**config.mk**
```make
export PLATFORM = sky130hd
export DESIGN_NAME = rst_seq_top
export DESIGN_NICKNAME = d
export VERILOG_FILES = /design/src/rtl/rst_seq_pkg.sv /design/src/rtl/rst_seq_sync.sv /design/src/rtl/rst_seq_qualify.sv /design/src/rtl/rst_seq_stretch.sv /design/src/rtl/rst_seq_top.sv
export SDC_FILE = /design/constraint.sdc
export NUM_CORES = 1
export LEC_CHECK = 0
export ABC_AREA = 1
export BUFFER_PORTS_ARGS = -buffer_cell sky130_fd_sc_hd__buf_2
export CORE_UTILIZATION = 58
export DETAILED_ROUTE_END_ITERATION = 6
export PLACE_DENSITY = 0.76
export SLEW_MARGIN = 40
export SYNTH_ARGS = -nofsm -noshare
export SYNTH_HDL_FRONTEND = slang
export SYNTH_SLANG_ARGS = --single-unit
```
**constraint.sdc**
```tcl
create_clock -name clk_i -period 1.3 [get_ports clk_i]
set_input_delay 0.195 -clock clk_i [delete_from_list [all_inputs] [get_ports clk_i]]
set_output_delay 0.195 -clock clk_i [all_outputs]
set_load 0.02 [all_outputs]
```
**src/rtl/rst_seq_pkg.sv**
```systemverilog
package rst_seq_pkg;

    // Sequencer phase: held by a cause, counting out the stretch, or released.
    typedef enum logic [1:0] {
        PH_HOLD    = 2'd0,
        PH_STRETCH = 2'd1,
        PH_RUN     = 2'd2
    } phase_t;

    // Width needed to hold the value n.
    function automatic int unsigned cnt_width(input int unsigned n);
        return (n < 2) ? 1 : $clog2(n + 1);
    endfunction

endpackage

```
**src/rtl/rst_seq_sync.sv**
```systemverilog
module rst_seq_sync #(
    parameter int unsigned STAGES    = 2,
    parameter logic        RESET_VAL = 1'b0
) (
    input  logic clk_i,
    input  logic rst_ni,
    input  logic async_i,
    output logic sync_o
);

    typedef struct packed {
        logic [STAGES-1:0] chain;
    } sync_state_t;

    sync_state_t st_d, st_q;

    always_comb begin
        st_d = st_q;
        st_d.chain[0] = async_i;
        for (int i = 1; i < int'(STAGES); i++) begin
            st_d.chain[i] = st_q.chain[i-1];
        end
    end

    always_ff @(posedge clk_i or negedge rst_ni) begin
        if (!rst_ni) begin
            st_q.chain <= {STAGES{RESET_VAL}};
        end else begin
            st_q <= st_d;
        end
    end

    assign sync_o = st_q.chain[STAGES-1];

endmodule

```
**src/rtl/rst_seq_qualify.sv**
```systemverilog
module rst_seq_qualify #(
    parameter int unsigned MIN_LOW_CYCLES = 2
) (
    input  logic clk_i,
    input  logic rst_ni,
    input  logic req_n_i,
    output logic press_o
);

    import rst_seq_pkg::*;

    localparam int unsigned QW = cnt_width(MIN_LOW_CYCLES);
    localparam logic [QW-1:0] LOW_SAT  = QW'(MIN_LOW_CYCLES);
    localparam logic [QW-1:0] LOW_NEED = QW'(MIN_LOW_CYCLES - 1);

    typedef struct packed {
        logic [QW-1:0] low_cnt;
        logic          pressed;
    } qual_state_t;

    qual_state_t st_d, st_q;

    always_comb begin
        st_d = st_q;
        if (req_n_i) begin
            st_d.low_cnt = '0;
            st_d.pressed = 1'b0;
        end else begin
            if (st_q.low_cnt != LOW_SAT) begin
                st_d.low_cnt = st_q.low_cnt + 1'b1;
            end
            st_d.pressed = st_q.pressed || (st_q.low_cnt >= LOW_NEED);
        end
    end

    always_ff @(posedge clk_i or negedge rst_ni) begin
        if (!rst_ni) begin
            st_q.low_cnt <= '0;
            st_q.pressed <= 1'b0;
        end else begin
            st_q <= st_d;
        end
    end

    assign press_o = st_q.pressed;

    AST_PRESS_FROM_LOW: assert property (@(posedge clk_i) disable iff (!rst_ni)
        $rose(st_q.pressed) |-> $past(!req_n_i)) else $error("press without low input");

    AST_RELEASE_DROPS: assert property (@(posedge clk_i) disable iff (!rst_ni)
        req_n_i |=> !st_q.pressed) else $error("press held after release");

    AST_LOW_CNT_BOUND: assert property (@(posedge clk_i) disable iff (!rst_ni)
        st_q.low_cnt <= LOW_SAT) else $error("low counter past limit");

endmodule

```
**src/rtl/rst_seq_stretch.sv**
```systemverilog
module rst_seq_stretch #(
    parameter int unsigned STRETCH_CYCLES = 6554,
    localparam int unsigned CW = rst_seq_pkg::cnt_width(STRETCH_CYCLES)
) (
    input  logic          clk_i,
    input  logic          rst_ni,
    input  logic          clear_i,
    output logic          done_o,
    output logic [CW-1:0] count_o
);

    localparam logic [CW-1:0] LIMIT = CW'(STRETCH_CYCLES);

    typedef struct packed {
        logic [CW-1:0] cnt;
    } str_state_t;

    str_state_t st_d, st_q;

    always_comb begin
        st_d = st_q;
        if (clear_i) begin
            st_d.cnt = '0;
        end else if (st_q.cnt != LIMIT) begin
            st_d.cnt = st_q.cnt + 1'b1;
        end
    end

    always_ff @(posedge clk_i or negedge rst_ni) begin
        if (!rst_ni) begin
            st_q.cnt <= '0;
        end else begin
            st_q <= st_d;
        end
    end

    assign done_o  = (st_q.cnt == LIMIT);
    assign count_o = st_q.cnt;

    AST_NO_OVERFLOW: assert property (@(posedge clk_i) disable iff (!rst_ni)
        st_q.cnt <= LIMIT) else $error("stretch counter overflow");

    AST_CLEAR_RESTARTS: assert property (@(posedge clk_i) disable iff (!rst_ni)
        clear_i |=> (st_q.cnt == '0)) else $error("count survived clear");

endmodule

```
**src/rtl/rst_seq_top.sv**
```systemverilog
module rst_seq_top #(
    parameter int unsigned STRETCH_CYCLES = 6554,
    parameter int unsigned MIN_LOW_CYCLES = 2,
    parameter int unsigned SYNC_STAGES    = 2
) (
    input  logic clk_i,
    input  logic rst_ni,
    input  logic supply_ok_i,
    input  logic man_rst_ni,
    output logic sys_rst_no,
    output logic rst_active_o
);

    import rst_seq_pkg::*;

    localparam int unsigned CW = cnt_width(STRETCH_CYCLES);

    typedef struct packed {
        phase_t phase;
    } top_state_t;

    logic          supply_s;
    logic          man_n_s;
    logic          press;
    logic          hold;
    logic          cnt_done;
    logic [CW-1:0] cnt_val;

    top_state_t st_d, st_q;

    rst_seq_sync #(.STAGES(SYNC_STAGES), .RESET_VAL(1'b0)) u_sync_supply (
        .clk_i  (clk_i),
        .rst_ni (rst_ni),
        .async_i(supply_ok_i),
        .sync_o (supply_s)
    );

    rst_seq_sync #(.STAGES(SYNC_STAGES), .RESET_VAL(1'b1)) u_sync_manual (
        .clk_i  (clk_i),
        .rst_ni (rst_ni),
        .async_i(man_rst_ni),
        .sync_o (man_n_s)
    );

    rst_seq_qualify #(.MIN_LOW_CYCLES(MIN_LOW_CYCLES)) u_qualify (
        .clk_i  (clk_i),
        .rst_ni (rst_ni),
        .req_n_i(man_n_s),
        .press_o(press)
    );

    assign hold = !supply_s || press;

    rst_seq_stretch #(.STRETCH_CYCLES(STRETCH_CYCLES)) u_stretch (
        .clk_i  (clk_i),
        .rst_ni (rst_ni),
        .clear_i(hold),
        .done_o (cnt_done),
        .count_o(cnt_val)
    );

    always_comb begin
        st_d = st_q;
        if (hold) begin
            st_d.phase = PH_HOLD;
        end else if (cnt_done) begin
            st_d.phase = PH_RUN;
        end else begin
            st_d.phase = PH_STRETCH;
        end
    end

    always_ff @(posedge clk_i or negedge rst_ni) begin
        if (!rst_ni) begin
            st_q.phase <= PH_HOLD;
        end else begin
            st_q <= st_d;
        end
    end

    assign sys_rst_no   = (st_q.phase == PH_RUN);
    assign rst_active_o = (st_q.phase != PH_RUN);

    AST_SUPPLY_DROP_ASSERTS: assert property (@(posedge clk_i) disable iff (!rst_ni)
        !supply_s |=> !sys_rst_no) else $error("reset not asserted on low supply");

    AST_RELEASE_AFTER_FULL: assert property (@(posedge clk_i) disable iff (!rst_ni)
        $rose(sys_rst_no) |-> $past(cnt_val) == CW'(STRETCH_CYCLES)) else $error("early release");

    AST_PRESS_ASSERTS: assert property (@(posedge clk_i) disable iff (!rst_ni)
        press |=> !sys_rst_no) else $error("reset not asserted on press");

    AST_CNT_ZERO_WHILE_PRESSED: assert property (@(posedge clk_i) disable iff (!rst_ni)
        press |=> (cnt_val == '0)) else $error("counter moved during press");

    AST_STATUS_INVERSE: assert property (@(posedge clk_i)
        rst_active_o == !sys_rst_no) else $error("status not inverse of reset");

    AST_POR_STATE: assert property (@(posedge clk_i)
        !rst_ni |-> (!sys_rst_no && cnt_val == '0)) else $error("bad state in block reset");

endmodule

```
==> results of run 1 <==
power by group through the flow:
stage / clock, W / combinational (W) / sequential (W)
2_1_floorplan: 0 / 0.000188 / 0.000799
3_3_place_gp: 0 / 0.000252 / 0.000805
3_5_place_dp: 0 / 0.000258 / 0.000813
4_1_cts: 0.000373 / 0.000281 / 0.000798
5_1_grt: 0.000404 / 0.000362 / 0.000812
6_report: 0.000361 / 0.000319 / 0.000803
layout make-up:
cell class | count | area (um^2) | area share
Multi-Input combinational cell | 106 | 544 | 0.397
Tap cell | 25 | 31.3 | 0.0228
Timing Repair Buffer | 15 | 108 | 0.0785
Clock buffer | 4 | 36.3 | 0.0265
Sequential cell | 22 | 558 | 0.407
Inverter | 25 | 93.8 | 0.0684
Yosys cell counts, drive strengths merged:
master  count  area, um^2
nand2      34         130
nor2       34         143
nand4       4        25.0
ha          4        50.1
dfstp       2        52.6
dfrtp      20         500
xor2        2        17.5
buf         3        17.5
inv        25        93.8
o21ai       4        20.0
a21oi       9        45.0
nor3        3        15.0
a211oi      1        7.51
nand3      11        55.1
kinds of logic (layout without fill, tap and decap cells):
logic type	Yosys count	count (layout)	synth area share
AND/OR/NAND/NOR	86	86	0.314
buffers and inverters	28	44	0.0950
flip-flops	22	22	0.472
AO/OA/AOI/OAI	14	14	0.0619
adder cells (fa/ha/maj)	4	4	0.0427
XOR/XNOR	2	2	0.0149
per-layer routing:
metal / GRT usage / routed length, um
met4: 0.114 / 13
met1: 0.334 / 1100
met2: 0.361 / 1170
met3: 0.0308 / 83
met5: 0 / 0
flip-flops by register name, indices dropped and copies added, names as in the netlist:
register and cells:
u_qualify.press_o 1, u_stretch.count_o 13, st_q 2, u_sync_supply.st_q 2, u_sync_manual.st_q 2, u_qualify.st_q 2
path summary, 6_finish.rpt:
path	endpoint	startpoint	slack (ns)	cells after the start
worst max-delay path	u_stretch.count_o[4]	u_stretch.count_o[0]	0.02	7
worst min register to register	u_sync_manual.st_q[1]	u_sync_manual.st_q[0]	0.37	0
min in group asynchronous	u_qualify.st_q[2]	rst_ni	0.38	2
max in group asynchronous	u_sync_manual.st_q[1]	rst_ni	0.57	2
worst min-delay path	u_sync_manual.st_q[1]	u_sync_manual.st_q[0]	0.37	0
worst max register to register	u_stretch.count_o[4]	u_stretch.count_o[0]	0.02	7
per-stage QoR:
| stage | total power [W] | hold WS, ns | std cells | utilization | worst slack, ns |
|---|---|---|---|---|---|
| after floorplan | 0.000987 | -0.101 | 156 | - | 0.134 |
| after global placement | 0.00106 | 0.170 | 186 | 0.685 | 0.0619 |
| after detailed placement | 0.00107 | 0.177 | 186 | 0.685 | 0.0173 |
| after CTS | 0.00145 | 0.366 | 194 | 0.726 | 0.0113 |
| after global routing | 0.00158 | 0.369 | 197 | 0.761 | -0.0301 |
| final | 0.00148 | 0.365 | 197 | 0.761 | 0.0199 |
worst register-to-register path: cells and delay by family (launching register included):
family          cells  cell delay (ns)
compound gates      2             0.16
fa+ha+maj           1             0.17
flops               1             0.42
buf+inv             2             0.29
simple gates        2             0.14
repair_timing:
action,in CTS,in global routing
setup endpoints to repair,2,10
hold buffers,3,0
gates resized for setup,0,13
hold endpoints to repair,22,0
setup buffers,1,3
pin swaps,0,4
==> metrics.md, run 1 <==
| Metric | Value |
|---|---|
| Family with the most delay on the worst path | flip-flops |
| Standard-cell row count | 15 |
| Sw power | 0.000419 W |
| Synth Register Bits | 22 |
| Required @ worst endpoint | 1.49 ns |
| Gr usage total | 0.237 |
| Crit path largest cell delay | 0.42 ns |
| Distinct cells, synth | 20 |
| Final Max Tran Viols | 0 |
| Startpoint Class | flip-flop |
| Die Footprint | 2210 um^2 |
| Setup CP Type | flip-flop to flip-flop |
| Clock Tree Buf Depth | 2 |
| Clock power frac | 0.243 |
| Layout area overhead | 17.0% |
| CTS Root Cell | clkbuf_4 |
| CTS tree | built |
| Mapped Area | 1170 um^2 |
| Crit path max fanout | 5 |
| Most frequent cells in the layout | 33 x nand2_1, 27 x nor2_1, 24 x inv_1, 16 x dfrtp_1, 10 x nand3_1 |
| WL final | 2360 um |
| P per Cell Area | 1080 nW/um^2 |
| Crit-path slowest cell | dfrtp_1 |
| Tightest Pin Transition | 0.467 ns |
| Critical Path AT | 1.47 ns |
| Leakage power | 0.634 nW |
| Core ar. | 1800 um^2 |
| Synth warn | 0 |
| Worst-path cell chain | buf_4, ha_4, nand2_4, nor2_4, buf_4, o21ai_2, a21oi_1 |
| Number of port buffers | 5 |
| FILL cells | 133 |
| Final instance area | 1370 um^2 |
| DRT antenna net count | 0 |
| I/O pins | 6 |
| Iter 0 DRT Violations | 28 |
| Pin count of the biggest net entering global routing | 23 |
| CTS buffer count | 3 |
| Avg WL per Cell | 12.0 um |
| Hold Vio Cnt, Final | 0 |
| CTS clk-pin slew, worst paths | 0.11 ns |
| Vias in the first global route | 877 |
| Fin crit share | 0.985 |
| Initial Utilization | 0.651 |
| Combinational Power Share | 0.215 |
| N_diodes | 0 |
| Placed Area | 1230 um^2 |
| Congestion Overflow GR | 0 |
| Die width | 47.0 um |
| Layout cells sized above 1 | 0.203 |
| Hpwl dp | 1610 um |
| # Max-Cap Violations | 0 |
| Final net count | 181 |
| Status | complete, no violations |
| Syn avg cell area | 7.52 um^2 |
| First-pass iteration count of the detailed router | 5 |
| TritonCTS sink count | 22 |
| Final setup TNS | 0 ns |
| CP most frequent cell | buf_4 |
| Clk_skew | 0.00274 ns |
| Detail-routed via count per cell | 5.05 |
| Seq/Total Area, Yosys | 0.472 |
| Drc violations | 0 |
| Cells after Synth | 156 |
| Synth Net Count | 164 |
| Cell Int Power | 0.00106 W |
| Slew headroom | 0.689 |
| Hold Path Class | flip-flop to flip-flop |
| Minimum clock period | 1.28 ns |
| Setup violators final | 0 |
| Global-route wire length before repair | 3670 um |
| Vias after detailed routing | 995 |
| GP Congestion | 0.893 |
| Buf/Inv on CP | 2 |
| Die Ht | 47.0 um |
| Sequential power share | 0.542 |
| Most common cell after layout, fill and taps aside | nand2_1 |
| Max Clk Rate | 781 MHz |
| Crit. End Element | flip-flop |
| H-tree depth | 1 |
| Initial antenna violation count | 0 |
| RSZ-0062 raised after global routing | yes |
| Switching Share | 0.283 |
| Clock Latency Late Sink | 0.30 ns |
| Peak VDD IR | 945 uV |
Note: power is estimated with default switching activity, not from simulation.
==> run 2, diff against run 1 <==
--- a/config.mk
+++ b/config.mk
@@ -13,4 +13,5 @@
 export SLEW_MARGIN = 40
 export SYNTH_ARGS = -nofsm -noshare
 export SYNTH_HDL_FRONTEND = slang
+export SYNTH_HIERARCHICAL = 1
 export SYNTH_SLANG_ARGS = --single-unit
==> run 2 against run 1 <==
Clock power up 41%. Wire length shrank 12%. Global-route usage shrank 2.1 points. Die area is 5.1% lower. Maximum frequency shrank 0.17%. Core utilization down 0.37 points. Flip-flop and latch count unchanged. Clock skew up 0.0089 ns. Critical endpoint is now u_stretch/count_o[0]. Sequential power about the same. Cell area shrank 2.6%. Hold slack worse by 0.0046 ns. Clock-buffer cell count shrank 1.
==> metrics.md, run 2 <==
| Metric | Value |
|---|---|
| Synth Register Bits | 22 (unchanged) |
| Cells after Synth | 138 (-12%) |
| Family with the most delay on the worst path | simple AND/OR/NAND/NOR gates |
| Synth top cells by count | 26 x nand2_1, 24 x inv_1, 20 x dfrtp_1, 18 x nor2_1, 15 x nand3_1 |
| R2R depth | 8 (+1) |
| Mapped Area | 1110 um^2 (-5.3%) |
| Detail-routed via count per cell | 5.08 (+0.53%) |
| Hold Path Class | input pin to asynchronous set/reset pin |
| Drc violations | 0 (unchanged) |
| CTS clk-pin slew, worst paths | 0.12 ns (about the same) |
| Distinct cells, synth | 17 (-15%) |
| Share of Yosys cell area claimed by the top area cell type | 0.451 (+0.0241) |
| Crit path max fanout | 4 (-1) |
| Hold Vio Cnt, Final | 0 (unchanged) |
| Crit path largest cell delay | 0.46 ns (+0.04 ns) |
| Crit-path slowest cell | dfrtp_2 |
| Iter 0 DRT Violations | 19 (-32%) |
| Setup ws final | 0.0177 ns (-0.00222 ns) |
| Layout area overhead | 20.4% |
| RSZ-0062 raised after global routing | yes |
| End point of the critical path | u_stretch/count_o[0] |
| Peak VDD IR | 876 uV (-7.3%) |
| Worst-path cell chain | inv_2, ha_1, nand2_1, inv_2, nand2_2, nor2_1, nand4_1, nand2_1 |
| Critical Path AT | 1.52 ns (+0.05 ns) |
| Hold WS | 0.361 ns (-0.00460 ns) |
| Tightest Pin Transition | 0.461 ns (-0.00516 ns) |
| Leading area contributor after synthesis | dfrtp_1 |
| Synth Net Count | 146 (-11%) |
| Standard-cell row count | 15 (unchanged) |
| Number of synthesized flops with an enable pin | 0 (unchanged) |
| Gr usage total | 0.216 (-0.0207) |
| P per Cell Area | 1190 nW/um^2 (+10%) |
| H-tree depth | 1 (unchanged) |
| N_diodes | 0 (unchanged) |
| Pin count of the biggest net entering global routing | 23 (unchanged) |
| Initial Utilization | 0.629 (-0.0216) |
| DRT antenna net count | 0 (unchanged) |
| Reg2reg end | u_stretch/count_o[0] |
| # Max-Cap Violations | 0 (unchanged) |
| Hpwl dp | 1350 um (-17%) |
| WL final | 2080 um (-12%) |
| Max Clk Rate | 780 MHz (-0.17%) |
| Syn avg cell area | 8.04 um^2 (+7.0%) |
| I/O pins | 6 (unchanged) |
| Fin crit share | 0.986 (+0.00171) |
| Status | complete, no violations |
| Vias after detailed routing | 914 (-8.1%) |
| Core ar. | 1760 um^2 (-2.1%) |
| Die Ht | 45.7 um (-2.6%) |
| Max reg flops | 13 (unchanged) |
| Vias in the first global route | 720 (-18%) |
| Die Footprint | 2090 um^2 (-5.1%) |
| Reg2Reg Setup Slack | 0.02 ns (about the same) |
| CTS tree | built |
| GP Congestion | 0.831 (-6.9%) |
| Buf/Inv on CP | 2 (unchanged) |
| First-pass iteration count of the detailed router | 4 (-1) |
| Worst flop-to-flop path startpoint | u_stretch/count_o[0] |
| CTS buffer count | 3 (unchanged) |
| Most used DFF post-synth | dfrtp_1 |
| TritonCTS sink count | 22 (unchanged) |
| Setup CP Type | flip-flop to flip-flop |
| Global-route wire length before repair | 3170 um (-14%) |
| Startpoint Class | flip-flop |
| Final net count | 164 (-9.4%) |
| Clock Latency Late Sink | 0.31 ns (about the same) |
| Required @ worst endpoint | 1.54 ns (+0.05 ns) |
| Count leader, synth | nand2_1 |
| Critical Path Source | u_stretch/count_o[0] |
| Crit. End Element | flip-flop |
| Slew headroom | 0.692 (+0.00344) |
| Seq/Total Area, Yosys | 0.498 (+0.0266) |
| Placement Setup Slack | 0.0105 ns (-0.00682 ns) |
| Number of port buffers | 5 (unchanged) |
| WP depth | 8 (+1) |
| Synth warn | 6 (+6) |
| Leakage power | 0.638 nW (+0.67%) |
| Clk_skew | 0.0116 ns (+0.00890 ns) |
| Most common cell after layout, fill and taps aside | nand2_1 |
| Minimum clock period | 1.28 ns (+0.00222 ns) |
| Final setup TNS | 0 ns (unchanged) |
| Congestion Overflow GR | 0 (unchanged) |
| Ranking of synthesized cells by area | dfrtp_1 45%, nand2_1 8.8%, inv_1 8.1%, nand3_1 6.8%, nor2_1 6.1% |
| Setup violators final | 0 (unchanged) |
| Die width | 45.7 um (-2.6%) |
| CTS Root Cell | clkbuf_4 |
| Final Max Tran Viols | 0 (unchanged) |
| Async set-reset flop share out of synthesis | 1.00 (unchanged) |
| Most frequent cells in the layout | 24 x nand2_1, 19 x inv_1, 19 x dfrtp_1, 15 x nor2_1, 13 x nand3_1 |
| Clock Tree Buf Depth | 2 (unchanged) |
| Layout cells sized above 1 | 0.271 (+0.0675) |
| Initial antenna violation count | 0 (unchanged) |
| Avg WL per Cell | 11.6 um (-3.4%) |
[run 2: changes by cell type in the layout (fill, tap and decap cells not counted), sizes merged]
cell    change
nor2       -11
o21ai       -1
buf         -1
clkbuf      -1
a21oi       -3
a211oi      -1
nand3       +4
nand2       -5
inv         +1
nor3        -1
bufinv      +1
nand4       +1
[run 2: cells by family after synthesis]
group | synth area share
adder cells (fa/ha/maj) | 0.0451
buffers and inverters | 0.0924
flip-flops | 0.498
XOR/XNOR | 0.0158
AO/OA/AOI/OAI | 0.0406
AND/OR/NAND/NOR | 0.308
[run 2: through the flow]
step,total power (W),std cells,utilization,cell area [um^2]
finish,0.00159,180,0.757,1340
floorplan,0.000957,138,-,1110
global route,0.00168,180,0.757,1340
CTS,0.00157,177,0.718,1270
global placement,0.00102,169,0.667,1180
detailed placement,0.00104,169,0.667,1180
[run 2: per-layer routing]
metal / track usage / part of all wire / wire length, um
met3: 0.0714 / 0.038 / 80
met1: 0.327 / 0.48 / 1000
met5: 0 / 0 / 0
met4: 0.0529 / 0.021 / 44
met2: 0.297 / 0.46 / 956
[run 2: worst min-delay path by stage]
stage	start	to	slack, ns	cells after the start
final	rst_ni	u_stretch/count_o[11]	0.36	2
after CTS	rst_ni	u_stretch/count_o[11]	0.37	2
after global routing	u_sync_manual/st_q[0]	u_sync_manual/st_q[1]	0.37	0
after floorplan	rst_ni	st_q[0]	-0.10	0
after global placement	rst_ni	u_stretch/count_o[4]	0.17	1
after detailed placement	rst_ni	u_stretch/count_o[4]	0.18	1
[run 2: layout make-up]
cell class	count	area [um^2]
inverters	26	97.6
clock buffers	3	22.5
flip-flops and latches	22	554
multi-input cells	89	500
repair buffers	14	100
clock inverters	1	30.0
fillers	136	428
well taps	25	31.3
[run 2: what timing repair did]
item | CTS | global route
resized for setup | 0 | 18
setup buffers | 1 | 3
pin swaps | 0 | 7
hold buffers | 3 | 0
endpoints found under the hold margin | 22 | 0
endpoints found under the setup margin | 3 | 10
[run 2: power by group]
| part | total [W] | internal [W] | switching [W] |
|---|---|---|---|
| sequential | 0.000804 | 0.000750 | 0.0000544 |
| combinational | 0.000277 | 0.000119 | 0.000158 |
| clock | 0.000510 | 0.000312 | 0.000198 |
==> run 3, diff against run 2 <==
--- a/config.mk
+++ b/config.mk
@@ -5,12 +5,13 @@
 export SDC_FILE = /design/constraint.sdc
 export NUM_CORES = 1
 export LEC_CHECK = 0
-export ABC_AREA = 1
+export ABC_AREA = 0
 export BUFFER_PORTS_ARGS = -buffer_cell sky130_fd_sc_hd__buf_2
-export CORE_UTILIZATION = 58
+export CORE_UTILIZATION = 57
 export DETAILED_ROUTE_END_ITERATION = 6
-export PLACE_DENSITY = 0.76
-export SLEW_MARGIN = 40
+export HOLD_SLACK_MARGIN = 0.08
+export PLACE_DENSITY = 0.75
+export SLEW_MARGIN = 20
 export SYNTH_ARGS = -nofsm -noshare
 export SYNTH_HDL_FRONTEND = slang
 export SYNTH_HIERARCHICAL = 1
==> run 3 against run 2 <==
The run now ends with negative setup slack left. Die area down 3.6%. Synthesized cell count down 30%. Wire length up 38%. Largest power group unchanged.
==> metrics.md, run 3 <==
| Metric | Value |
|---|---|
| Status | finished with violations |
| Violated checks | negative setup slack |
| Layout area overhead | 47.7% |
| Hold Path Class | input pin to asynchronous set/reset pin |
| Hpwl dp | 1500 um (+12%) |
| Final net count | 146 (-11%) |
| Vias after detailed routing | 932 (+2.0%) |
| Gr usage total | 0.311 (+0.0943) |
| Synth Net Count | 105 (-28%) |
| Switching Share | 0.279 (+0.0209) |
| Required @ worst endpoint | 1.52 ns (-0.02 ns) |
| Core ar. | 1730 um^2 (-2.1%) |
| Ranking of synthesized cells by area | dfrtp_1 48%, dfstp_2 5.0%, ha_1 4.8%, mux2_2 4.3%, nor2_1 3.9% |
| Tightest Pin Transition | 0.476 ns (+0.0146 ns) |
| Count leader, synth | dfrtp_1 |
| P per Cell Area | 1150 nW/um^2 (-3.7%) |
| TritonCTS sink count | 22 (unchanged) |
| Cell Int Power | 0.00128 W (+8.6%) |
| Crit. End Element | flip-flop |
| Seq/Total Area, Yosys | 0.527 (+0.0285) |
| Placed cells | 147 (-13%) |
| Top routing layer used | met4 |
| Vias in the first global route | 965 (+34%) |
| Standard-cell row count | 15 (unchanged) |
| Hold Vio Cnt, Final | 0 (unchanged) |
| CTS Root Cell | clkbuf_4 |
| Congestion Overflow GR | 0 (unchanged) |
| CTS clk-pin slew, worst paths | 0.13 ns (about the same) |
| Setup ws final | -0.424 ns (-0.441 ns) |
| FILL cells | 82 (-40%) |
| Most frequent cells in the layout | 23 x buf_4, 20 x dfrtp_1, 11 x nor2_1, 7 x inv_1, 6 x buf_6 |
| Final std cells w/o fill | 162 (-10%) |
| Die Ht | 44.9 um (-1.8%) |
| Wl on met1 | 1150 um (+14%) |
| Detail-routed via count per cell | 5.75 (+13%) |
| Synth Register Bits | 22 (unchanged) |
| Final Total Pwr | 0.00178 W (+12%) |
| H-tree depth | 1 (unchanged) |
| Distinct cells, synth | 27 (+10) |
| Final instance area | 1550 um^2 (+16%) |
| Clock power frac | 0.299 (-0.021) |
| Number of synthesized flops with an enable pin | 0 (unchanged) |
| Number of port buffers | 5 (unchanged) |
| Cells after Synth | 97 (-30%) |
| Critical Path AT | 1.94 ns (+0.42 ns) |
| DRT antenna net count | 0 (unchanged) |
| First-pass iteration count of the detailed router | 4 (unchanged) |
| Mapped Area | 1050 um^2 (-5.4%) |
| Synth warn | 6 (unchanged) |
| Combinational Power Share | 0.249 (+0.075) |
| Avg WL per Cell | 17.7 um (+53%) |
| Die Footprint | 2020 um^2 (-3.6%) |
| Final Max Tran Viols | 0 (unchanged) |
| Pin count of the biggest net entering global routing | 23 (unchanged) |
| Leading area contributor after synthesis | dfrtp_1 |
| GP Congestion | 0.813 (-2.2%) |
| Sequential power share | 0.452 (-0.053) |
| Iter 0 DRT Violations | 12 (-7) |
| Minimum clock period | 1.72 ns (+0.441 ns) |
| Startpoint Class | flip-flop |
| Peak VDD IR | 1370 uV (+56%) |
| Global-route wire length before repair | 4310 um (+36%) |
| Sw power | 0.000495 W (+21%) |
| Syn avg cell area | 10.8 um^2 (+35%) |
| I/O pins | 6 (unchanged) |
| RSZ-0062 raised after global routing | yes |
| Setup CP Type | flip-flop to flip-flop |
| Drc violations | 0 (unchanged) |
| Clock Latency Late Sink | 0.32 ns (about the same) |
| Leakage power | 0.700 nW (+9.7%) |
| CTS tree | built |
| Synth top cells by count | 20 x dfrtp_1, 11 x nor2_1, 7 x a21oi_1, 7 x inv_1, 5 x nand2_1 |
| Met3 WL | 142 um (+78%) |
| Clock Tree Buf Depth | 2 (unchanged) |
| N_diodes | 0 (unchanged) |
| DR WL met2 | 1470 um (+54%) |
| Most used DFF post-synth | dfrtp_1 |
| CTS buffer count | 3 (unchanged) |
| Initial Utilization | 0.608 (-0.0211) |
| # Max-Cap Violations | 0 (unchanged) |
| Fin crit share | 1.33 (+0.339) |
| Crit path max fanout | 3 (-1) |
| Layout cells sized above 1 | 0.474 (+0.203) |
| Die width | 44.9 um (-1.8%) |
| Max Clk Rate | 580 MHz (-26%) |
| Share of Yosys cell area claimed by the top area cell type | 0.477 (+0.0258) |
| WL final | 2870 um (+38%) |
| Max reg flops | 13 (unchanged) |
| Slew headroom | 0.683 (-0.00973) |
| Clk_skew | 0.00421 ns (-0.00743 ns) |
| Most common cell after layout, fill and taps aside | buf_4 |
| Placed Area | 1290 um^2 (+9.8%) |
| Setup violators final | 14 (+14) |
| Async set-reset flop share out of synthesis | 1.00 (unchanged) |
| Initial antenna violation count | 0 (unchanged) |
-- run 3: changes by cell type after synthesis, sizes merged, moves of 4 or more --
cell	change
nand3	-12
mux2	+4
nand2	-24
inv	-19
nor2	-12
-- run 3: routing by layer --
metal,vias to the layer above,GRT usage
li1,418,-
met1,459,0.362
met2,42,0.574
met3,13,0.0480
met4,0,0.115
met5,-,0
-- run 3: worst max-delay path, stage by stage (launching register included) --
cell and delay, ns:
dfrtp_1 0.41, or4b_4 0.55, nor4_4 0.33, mux2_4 0.34
-- run 3: timing repair --
item	4_1_cts	5_1_grt
endpoints found under the setup margin	13	15
buffers inserted	9	6
hold endpoints to repair	22	0
hold buffers	3	0
pin swaps	9	12
gates resized for setup	13	13
-- run 3: stage by stage --
stage	worst slack (ns)	util	hold slack [ns]	setup TNS (ns)
2_1_floorplan	-0.422	-	-0.101	-1.76
3_3_place_gp	-0.352	0.748	0.175	-2.43
3_5_place_dp	-0.404	0.748	0.176	-2.90
4_1_cts	-0.409	0.868	0.359	-3.49
5_1_grt	-0.488	0.898	0.372	-4.79
6_report	-0.424	0.898	0.348	-4.20
-- run 3: worst paths after layout --
| kind | cells past startpoint | slack [ns] | to | start |
|---|---|---|---|---|
| setup reg to reg | 3 | -0.42 | u_stretch/count_o[1] | u_stretch/count_o[10] |
| max in group asynchronous | 2 | 0.60 | u_sync_manual/st_q[0] | rst_ni |
| min in group clk_i | 0 | 0.37 | u_sync_supply/st_q[1] | u_sync_supply/st_q[0] |
| hold / removal | 2 | 0.35 | st_q[1] | rst_ni |
| hold reg to reg | 0 | 0.37 | u_sync_supply/st_q[1] | u_sync_supply/st_q[0] |
| setup / recovery | 3 | -0.42 | u_stretch/count_o[1] | u_stretch/count_o[10] |
-- run 3: final cells by class --
cell class                      instances  area (um^2)  area share
Clock inverter                          1         30.0      0.0194
Timing Repair Buffer                   38          315       0.203
Multi-Input combinational cell         66          572       0.369
Sequential cell                        22          553       0.357
Tap cell                               25         31.3      0.0202
Clock buffer                            3         22.5      0.0145
Inverter                                7         26.3      0.0169
-- run 3: cells by family after synthesis --
logic type | synth area share
multiplexers | 0.0524
buffers and inverters | 0.0322
adder cells (fa/ha/maj) | 0.0477
AND/OR/NAND/NOR | 0.241
AO/OA/AOI/OAI | 0.0751
flip-flops | 0.527
XOR/XNOR | 0.0250
-- run 3: power groups by stage --
| stage | logic [W] | registers, W | clock network (W) |
|---|---|---|---|
| floorplan | 0.000202 | 0.000811 | 0 |
| global placement | 0.000313 | 0.000807 | 0 |
| detailed placement | 0.000349 | 0.000816 | 0 |
| CTS | 0.000432 | 0.000799 | 0.000535 |
| global route | 0.000478 | 0.000813 | 0.000563 |
| finish | 0.000443 | 0.000803 | 0.000532 |
